$ cat config.mk
export PLATFORM = sky130hd
export DESIGN_NAME = flash_page_writer
export DESIGN_NICKNAME = d
export VERILOG_FILES = /design/src/rtl/flash_page_writer.sv
export SDC_FILE = /design/constraint.sdc
export NUM_CORES = 1
export LEC_CHECK = 0
export BUFFER_PORTS_ARGS = -buffer_cell sky130_fd_sc_hd__buf_2
export CORE_MARGIN = 1
export CORE_UTILIZATION = 30
export DETAILED_ROUTE_END_ITERATION = 10
export GPL_TIMING_DRIVEN = 0
export SLEW_MARGIN = 10
export SYNTH_ARGS = -nofsm -noshare
export SYNTH_HDL_FRONTEND = slang
export SYNTH_SLANG_ARGS = --single-unit
$ cat constraint.sdc
create_clock -name clk -period 6.2 [get_ports clk]
set_input_delay 0.93 -clock clk [delete_from_list [all_inputs] [get_ports clk]]
set_output_delay 0.93 -clock clk [all_outputs]
set_load 0.01 [all_outputs]
$ cat src/rtl/flash_page_writer.sv
module flash_page_writer #(
  parameter int PAGE_BYTES = 264,
  parameter int PAGE_SHIFT = 9,
  parameter int NUM_PAGES  = 512,
  localparam int DEV_BYTES = PAGE_BYTES * NUM_PAGES,
  localparam int AW = $clog2(DEV_BYTES),
  localparam int LW = AW + 1
) (
  input  logic          clk,
  input  logic          rst_n,
  input  logic          req_valid,
  input  logic [AW-1:0] req_addr,
  input  logic [LW-1:0] req_len,
  input  logic          req_verify,
  input  logic [7:0]    in_data,
  input  logic          in_valid,
  output logic          in_ready,
  output logic          busy,
  output logic          done,
  output logic          err_range,
  output logic          err_io,
  output logic [LW-1:0] bytes_done,
  output logic          spi_cs_n,
  output logic          spi_sck,
  output logic          spi_mosi,
  input  logic          spi_miso
);

  localparam int PW = $clog2(NUM_PAGES) + 1;
  localparam logic [LW-1:0] PAGE_L = LW'(PAGE_BYTES);
  localparam logic [LW:0]   DEV_L  = (LW+1)'(DEV_BYTES);

  typedef enum logic [2:0] {S_IDLE, S_SETUP, S_FRAME, S_GAP, S_END} st_t;
  typedef enum logic [1:0] {K_LOAD, K_PROG, K_CMP, K_STAT} kind_t;

  st_t   st;
  kind_t kind, prev;

  logic [PW-1:0] pg;
  logic [LW-1:0] off, clen, rem, cnt, bi;
  logic          vfy, cs_q, sck_q;
  logic          sh_act, sh_half, rdy_bit, mis_bit;
  logic [2:0]    sh_cnt;
  logic [7:0]    sh_tx, tx_byte, op_code;
  logic          done_q, erange_q, eio_q;
  logic [23:0]   fa;

  wire [LW-1:0] room   = PAGE_L - off;
  wire [LW-1:0] clen_n = (rem < room) ? rem : room;
  wire [LW-1:0] nbytes = (kind == K_STAT) ? LW'(2) :
                         (kind == K_PROG) ? LW'(4) + clen : LW'(4);
  wire [23:0]   base_a = 24'(pg) << PAGE_SHIFT;
  wire [23:0]   prog_a = base_a + 24'(off);
  wire [LW:0]   end_a  = (LW+1)'(req_addr) + (LW+1)'(req_len);
  wire [PW-1:0] q_pg   = PW'(LW'(req_addr) / PAGE_L);
  wire [LW-1:0] r_off  = LW'(req_addr) % PAGE_L;

  wire in_phase  = (kind == K_PROG) && (bi >= LW'(4));
  wire more      = (st == S_FRAME) && (bi < nbytes);
  wire ld        = more && !sh_act && (!in_phase || in_valid);
  wire frame_end = (st == S_FRAME) && !sh_act && (bi >= nbytes);

  assign in_ready   = more && !sh_act && in_phase;
  assign busy       = (st != S_IDLE);
  assign done       = done_q;
  assign err_range  = erange_q;
  assign err_io     = eio_q;
  assign bytes_done = cnt;
  assign spi_cs_n   = cs_q;
  assign spi_sck    = sck_q;
  assign spi_mosi   = sh_tx[7];

  always_comb begin
    unique case (kind)
      K_LOAD:  op_code = 8'h53;
      K_PROG:  op_code = 8'h82;
      K_CMP:   op_code = 8'h60;
      default: op_code = 8'hD7;
    endcase
    fa = (kind == K_PROG) ? prog_a : base_a;
    if (bi == '0)              tx_byte = op_code;
    else if (kind == K_STAT)   tx_byte = 8'h00;
    else if (bi == LW'(1))     tx_byte = fa[23:16];
    else if (bi == LW'(2))     tx_byte = fa[15:8];
    else if (bi == LW'(3))     tx_byte = fa[7:0];
    else                       tx_byte = in_data;
  end

  always_ff @(posedge clk or negedge rst_n) begin
    if (!rst_n) begin
      st <= S_IDLE;  kind <= K_STAT;  prev <= K_STAT;
      pg <= '0;  off <= '0;  clen <= '0;  rem <= '0;  cnt <= '0;  bi <= '0;
      vfy <= 1'b0;  cs_q <= 1'b1;  sck_q <= 1'b0;
      sh_act <= 1'b0;  sh_half <= 1'b0;  sh_cnt <= '0;  sh_tx <= '0;
      rdy_bit <= 1'b0;  mis_bit <= 1'b0;
      done_q <= 1'b0;  erange_q <= 1'b0;  eio_q <= 1'b0;
    end else begin
      done_q <= 1'b0;

      if (ld) begin
        sh_act  <= 1'b1;
        sh_half <= 1'b0;
        sh_cnt  <= '0;
        sh_tx   <= tx_byte;
        bi      <= bi + LW'(1);
      end else if (sh_act) begin
        if (!sh_half) begin
          sh_half <= 1'b1;
          sck_q   <= 1'b1;
          if (sh_cnt == 3'd0) rdy_bit <= spi_miso;
          if (sh_cnt == 3'd1) mis_bit <= spi_miso;
        end else begin
          sh_half <= 1'b0;
          sck_q   <= 1'b0;
          sh_tx   <= {sh_tx[6:0], 1'b0};
          sh_cnt  <= sh_cnt + 3'd1;
          if (sh_cnt == 3'd7) sh_act <= 1'b0;
        end
      end

      unique case (st)
        S_IDLE: if (req_valid) begin
          erange_q <= 1'b0;
          eio_q    <= 1'b0;
          cnt      <= '0;
          if (req_len == '0) begin
            done_q <= 1'b1;
          end else if (end_a > DEV_L) begin
            erange_q <= 1'b1;
            done_q   <= 1'b1;
          end else begin
            pg  <= q_pg;
            off <= r_off;
            rem <= req_len;
            vfy <= req_verify;
            st  <= S_SETUP;
          end
        end
        S_SETUP: begin
          clen <= clen_n;
          kind <= (clen_n != PAGE_L) ? K_LOAD : K_PROG;
          bi   <= '0;
          cs_q <= 1'b0;
          st   <= S_FRAME;
        end
        S_FRAME: if (frame_end) begin
          cs_q <= 1'b1;
          st   <= S_GAP;
        end
        S_GAP: begin
          if (kind != K_STAT) begin
            prev <= kind;
            kind <= K_STAT;
            bi   <= '0;
            cs_q <= 1'b0;
            st   <= S_FRAME;
          end else if (!rdy_bit) begin
            bi   <= '0;
            cs_q <= 1'b0;
            st   <= S_FRAME;
          end else if (prev == K_LOAD) begin
            kind <= K_PROG;
            bi   <= '0;
            cs_q <= 1'b0;
            st   <= S_FRAME;
          end else if (prev == K_PROG && vfy) begin
            kind <= K_CMP;
            bi   <= '0;
            cs_q <= 1'b0;
            st   <= S_FRAME;
          end else if (prev == K_CMP && mis_bit) begin
            eio_q <= 1'b1;
            st    <= S_END;
          end else begin
            cnt <= cnt + clen;
            rem <= rem - clen;
            pg  <= pg + PW'(1);
            off <= '0;
            st  <= (rem == clen) ? S_END : S_SETUP;
          end
        end
        default: begin
          done_q <= 1'b1;
          st     <= S_IDLE;
        end
      endcase
    end
  end

  AST_IDLE_QUIET: assert property (@(posedge clk) disable iff (!rst_n)
    !busy |-> (spi_cs_n && !in_ready && !spi_sck));
  AST_RANGE_NO_FRAME: assert property (@(posedge clk) disable iff (!rst_n)
    err_range |-> spi_cs_n);
  AST_CHUNK_FITS: assert property (@(posedge clk) disable iff (!rst_n)
    (st == S_FRAME && kind == K_PROG) |-> ((LW+1)'(off) + (LW+1)'(clen) <= (LW+1)'(PAGE_BYTES)));
  AST_ONE_ERROR: assert property (@(posedge clk) disable iff (!rst_n)
    done |-> !(err_range && err_io));
  AST_COUNT_GROWS: assert property (@(posedge clk) disable iff (!rst_n)
    (busy && $past(busy)) |-> (bytes_done >= $past(bytes_done)));
  AST_FEED_IN_FRAME: assert property (@(posedge clk) disable iff (!rst_n)
    in_ready |-> (!spi_cs_n && busy));
  AST_SCK_IDLE: assert property (@(posedge clk) disable iff (!rst_n)
    spi_cs_n |-> !spi_sck);
  AST_MOSI_HOLD: assert property (@(posedge clk) disable iff (!rst_n)
    spi_sck |-> $stable(spi_mosi));

endmodule

# After elaboration in Yosys (flattened, before gate mapping)

Cells that the tools add are included.

Register bits: 133
Input port bits: 51
Output and inout bits: 27
Word-level logic and storage cells: 206

Add/sub/neg operators: 9
Divide/modulo/power cells: 2
$lt $le $gt $ge: 5
Equality and inequality tests: 29
Multiplexer cells: 98
Bitwise operators: 4
Reductions and logical operators: 38

Operators by type and width:

| cell                    | number |
|---|---|
| $mux W19                | 30 |
| $pmux W19 S2            | 4 |
| $mux W10                | 8 |
| $mux W8                 | 8 |
| $mux W3                 | 13 |
| $eq A19 B2 Y1 const B   | 2 |
| $logic_not A19 Y1       | 2 |
| $lt A19 B19 Y1          | 2 |
| $pmux W8 S3             | 1 |
| $mux W1                 | 23 |
| $ne A2 B2 Y1 const B    | 11 |
| $add A18 B19 Y20        | 1 |
| $add A19 B19 Y20        | 1 |
| $gt A20 B18 Y1 const B  | 1 |
| $mux W20                | 1 |
| $pmux W10 S2            | 1 |
| $add A19 B1 Y19 const B | 1 |
| $add A19 B19 Y19        | 1 |
| $add A3 B19 Y19 const A | 1 |
| $div A18 B9 Y19 const B | 1 |
| $eq A19 B1 Y1 const B   | 1 |
| $eq A19 B19 Y1          | 1 |
| $ge A19 B19 Y1          | 1 |
| $ge A19 B3 Y1 const B   | 1 |
| other kinds (33)        | 68 |

# Depth between registers and ports, before layout

Depth after elaboration: 13
Gate-level depth with buffers: 28
Mapped depth without buffers: 25

# Worst setup path after synthesis

Ideal clock, no wire load.

Kind: input -> register
Start: input port req_addr[15]
End: register off[5]
Setup time: 0.128 ns
Arrival: 6.486 ns
Data required time: 6.072 ns
Slack: -0.414 ns
Cell stages on the path: 23
Buffers on the path: 3
Cells stage by stage: buf_6 or3_1 buf_6 o21ai_4 nand4_2 o211ai_1 a31oi_2 or3_1 a221o_1 a2111oi_4 nand2_1 o32a_1 or4b_1 buf_2 mux2i_4 o21bai_4 a31oi_1 a2111o_1 xor2_1 o211ai_4 or4_1 nand4b_1 o211ai_2

Word-level cells in the longest chain between the ends: 5
Elaborated cells between the ends (all ways): 9
Classes of those cells: 1 x add/sub; 1 x div; 1 x order compare; 1 x eq/ne; 4 x mux; 1 x reduce/logical

RTL lines:

| what                 | RTL line | source |
|---|---|---|
| from (decl)          | 12       | `input logic [AW-1:0] req_addr,` |
| $mod A18 B9 Y19      | 56       | `wire [LW-1:0] r_off = LW'(req_addr) % PAGE_L;` |
| $mux W19             | 128      | `end else if (end_a > DEV_L) begin` |
| $mux W19             | 126      | `if (req_len == '0) begin` |
| $mux W19             | 122      | `S_IDLE: if (req_valid) begin` |
| $pmux W19 S2         | 121      | `unique case (st)` |
| to (signal assigned) | 133      | `off <= r_off;` |
| to (decl)            | 40       | `logic [LW-1:0] off, clen, rem, cnt, bi;` |

Several ways; a longest one is shown, not always the timed one. The select of a mux whose other input is x is not followed.
A chain may end at the register's enable or synchronous reset.

# Worst setup path in the final report

Start: input port req_addr[12]
End: register off[8]

Same word-level chain as after synthesis.

==> impl_metrics.csv <==
group,metric,value,unit
run_status,outcome,"finished with violations",
run_status,violations,"setup timing",
timing,slew_violations,0,
clock_network,clock_latency,0.43,ns
worst_setup_path,cp_data_arrival_time,6.70,ns
placement,placed_area,13960,sq um
floorplanning,dieArea,43300,sq um
routing,wl,39850,microns
finish,nets,1927,
worst_setup_path,crit_end,"off[8]",
global_route,antenna_found_initial,1,
synthesis,yosys_most_used_dff,"dfrtp_1",
finish,final_common_cell,"nand2_1",
timing,max-slew-margin-rel,36.16,%
synthesis,avgSynthCellArea,7.914,sq um
synthesis,synth_top_area_share,25.14,%
placement,portBuffers,77,
clock_network,hold_buffers,0,
finish,stdcell_area,15530,sq um
finish,mostFrequentLayoutCells,"160 x nand2_1, 137 x o21ai_0, 128 x dfrtp_1",
routing,num_vias,12530,
placement,place.gp.congestion,0.9014,
pwr,p_per_area,399.9,nW/um^2
hold_path,holdCritPathClass,"in -> async",
pwr,seqPwrFrac,25.1,%
timing,skew,0.009565,ns
worst_setup_path,end_kind,"register",
timing,worstMarginPinSlew,0.9488,ns
synthesis,synth_async_sr_flop_share,100.0,%
routing,first_pass_iters,5,
global_route,grt_use_total,18.17,%
pwr,ir_worst_vdd,0.2417,mV
placement,pre_cts_slack,-1.313,ns
routing,wl_per_cell,17.27,microns
global_route,grt-ovfl-total,0,
floorplanning,die_w,208.1,microns
worst_setup_path,reg2reg_setup_slack,0.42,ns
routing,drc,0,
timing,setup_violations,5,
timing,fmax,0.1576,GHz
clock_network,clk_path_buf_depth,2,
worst_setup_path,crit_path_max_fanout,6,
timing,fin_crit_sh,102.3,%
timing,rsz0062_at_grt,"true",
worst_setup_path,reg2reg_to,"bi[17]",
timing,finalWorstSetupSlack,-0.1434,ns
synthesis,syn-num-nets,1782,
synthesis,ys_ff_latch,133,
finish,area_growth,21.91,%
finish,fin_util,37.03,%
floorplanning,coreArea,41950,sq um
synthesis,synth_area,12740,sq um
pwr,power_frac_clock,16.9,%
floorplanning,dieHeight,208.1,microns
timing,fin_crit,6.343,ns
routing,drtIter0Drc,641,
finish,n_fill_cell,4270,
pwr,internal_power,3.303,mW
routing,ant_nets,0,
timing,hold_violations,0,
global_route,grt_pass1_vias,11880,
clock_network,clkTransAtPathRegs,0.06,ns
clock_network,cts.sinks,133,
worst_setup_path,rr_worst_depth,25,
placement,dpl.hpwl,31020,microns
pwr,leakagePower,6.928,nW
run,maxCapViolCount,0,
global_route,grt_max_degree,80,
floorplanning,start_util,30.38,%
worst_setup_path,crit_start,"req_addr[12]",
routing,vias_per_cell,5.430,
worst_setup_path,critPathLaunchType,"input port",
synthesis,synth_edf_count,0,
synthesis,synth_cell_types,90,
synthesis,yosysWarnings,0,
pwr,combPwrFrac,58.0,%
finish,drive_above_1_share,16.63,%
synthesis,syn_inst,1610,
synthesis,synth_area_leaders,"dfrtp_1 25%, ha_1 11%, o21ai_0 5.6%, xnor2_1 5.4%, nand2_1 4.8%",
global_route,grt_pass1_wl,63460,microns
clock_network,numCtsBuffers,17,
finish,antennaDiodeCount,0,
clock_network,htreeDepth,4,
worst_setup_path,cp.required,6.55,ns
worst_setup_path,worstReg2RegStart,"kind[0]",
clock_network,cts_tree,"done",
pwr,switching_share,46.83,%
placement,dp.cells,2227,
floorplanning,io_pins,78,
finish,stdcell_count,2307,
floorplanning,fp-row-count,75,
worst_setup_path,worstSetupPathType,"in -> reg",
pwr,power.switching,2.910,mW
clock_network,cts-root-buf,"clkbuf_16",
synthesis,yosysSeqAreaShare,26.17,%
synthesis,synth_area_leader_cell,"dfrtp_1",
-- metal layers --
metal / wire [microns] / vias to the layer above / global-route usage (%)
met5: 11 / - / 0
met4: 796 / 2 / 4.623
met3: 1970 / 58 / 2.460
met2: 17960 / 353 / 28.82
met1: 19100 / 6006 / 25.84
li1: - / 6108 / -
-- final cells by class --
type	instances	area, sq um	area share, %
Inverter	107	401.6	2.586
Clock buffer	17	425.4	2.739
Tap cell	539	674.4	4.342
Timing Repair Buffer	132	897.1	5.775
Buffer	59	271.5	1.748
Sequential cell	133	3334	21.47
Clock inverter	15	178.9	1.152
Multi-Input combinational cell	1305	9350	60.19
-- worst min-delay path by stage --
stage | from | end | slack (ns)
2_1_floorplan | sh_tx[0] | sh_tx[0] | 0.47
3_3_place_gp | err_range | err_range | 0.46
3_5_place_dp | err_range | err_range | 0.47
4_1_cts | rst_n | bytes_done[11] | 0.48
5_1_grt | rst_n | bytes_done[11] | 0.50
6_report | rst_n | bytes_done[11] | 0.45
-- cells by family after synthesis --
logic type	synth area share [%]
simple gates	22.24
fa+ha+maj	12.12
mux	2.857
xor+xnor	7.070
buf+inv	5.293
flops	26.17
compound gates	24.25
-- critical path, stage by stage --
cell	delay, ns
buf_4	0.14
and2b_2	0.27
a31oi_4	0.14
or4_4	0.57
a211oi_4	0.23
a211oi_4	0.08
buf_4	0.15
nor4_4	0.30
or2_4	0.21
xor2_4	0.08
a2111oi_4	0.40
buf_4	0.21
o21ai_0	0.09
a211oi_2	0.24
or4b_4	0.57
mux2i_4	0.19
o21bai_4	0.19
buf_4	0.16
nor3b_1	0.27
a211oi_2	0.15
xnor2_2	0.27
o211ai_4	0.14
buf_6	0.16
a2111oi_4	0.27
a31oi_1	0.09
o21ai_1	0.17
-- per-stage QoR --
| stage | power (mW) | hold slack, ns | setup TNS [ns] |
|---|---|---|---|
| 2_1_floorplan | 4.007 | 0.4697 | -0.4811 |
| 3_3_place_gp | 4.862 | 0.4633 | -10.12 |
| 3_5_place_dp | 4.930 | 0.4676 | -13.48 |
| 4_1_cts | 6.116 | 0.4813 | -0.3935 |
| 5_1_grt | 6.748 | 0.5005 | -1.871 |
| 6_report | 6.212 | 0.4527 | -0.3180 |
-- cells in the mapped netlist, types with 25 or more instances --
cell	instances
a21oi_1	120
clkbuf_1	52
ha_1	117
nand4_1	25
inv_1	107
nor3_1	33
o21ai_0	142
dfrtp_1	128
xnor2_1	79
a21o_1	39
nand2_1	163
nand3_1	72
mux2i_1	27
nor2_1	114
nand2b_1	27
-- power groups by stage --
stage               Clock, mW  Sequential [mW]  Combinational (mW)
floorplan                   0             1.39                2.61
global placement            0             1.55                3.31
detailed placement          0             1.56                3.37
CTS                      1.07             1.55                3.50
global route             1.11             1.60                4.04
finish                   1.05             1.56                3.60
-- sequential cells by signal (all words and copies together) (netlist names), 8 cells and up --
name        cells
bi             19
bytes_done     19
clen           19
off            19
pg             10
rem            19
sh_tx           8
-- repair_timing --
item / CTS / global route
cloned: 0 / 1
endpoints found under the setup margin: 7 / 38
pin swaps: 36 / 40
buffers inserted: 33 / 20
gates resized for setup: 74 / 69
Note: power is estimated with default switching activity, not from simulation.
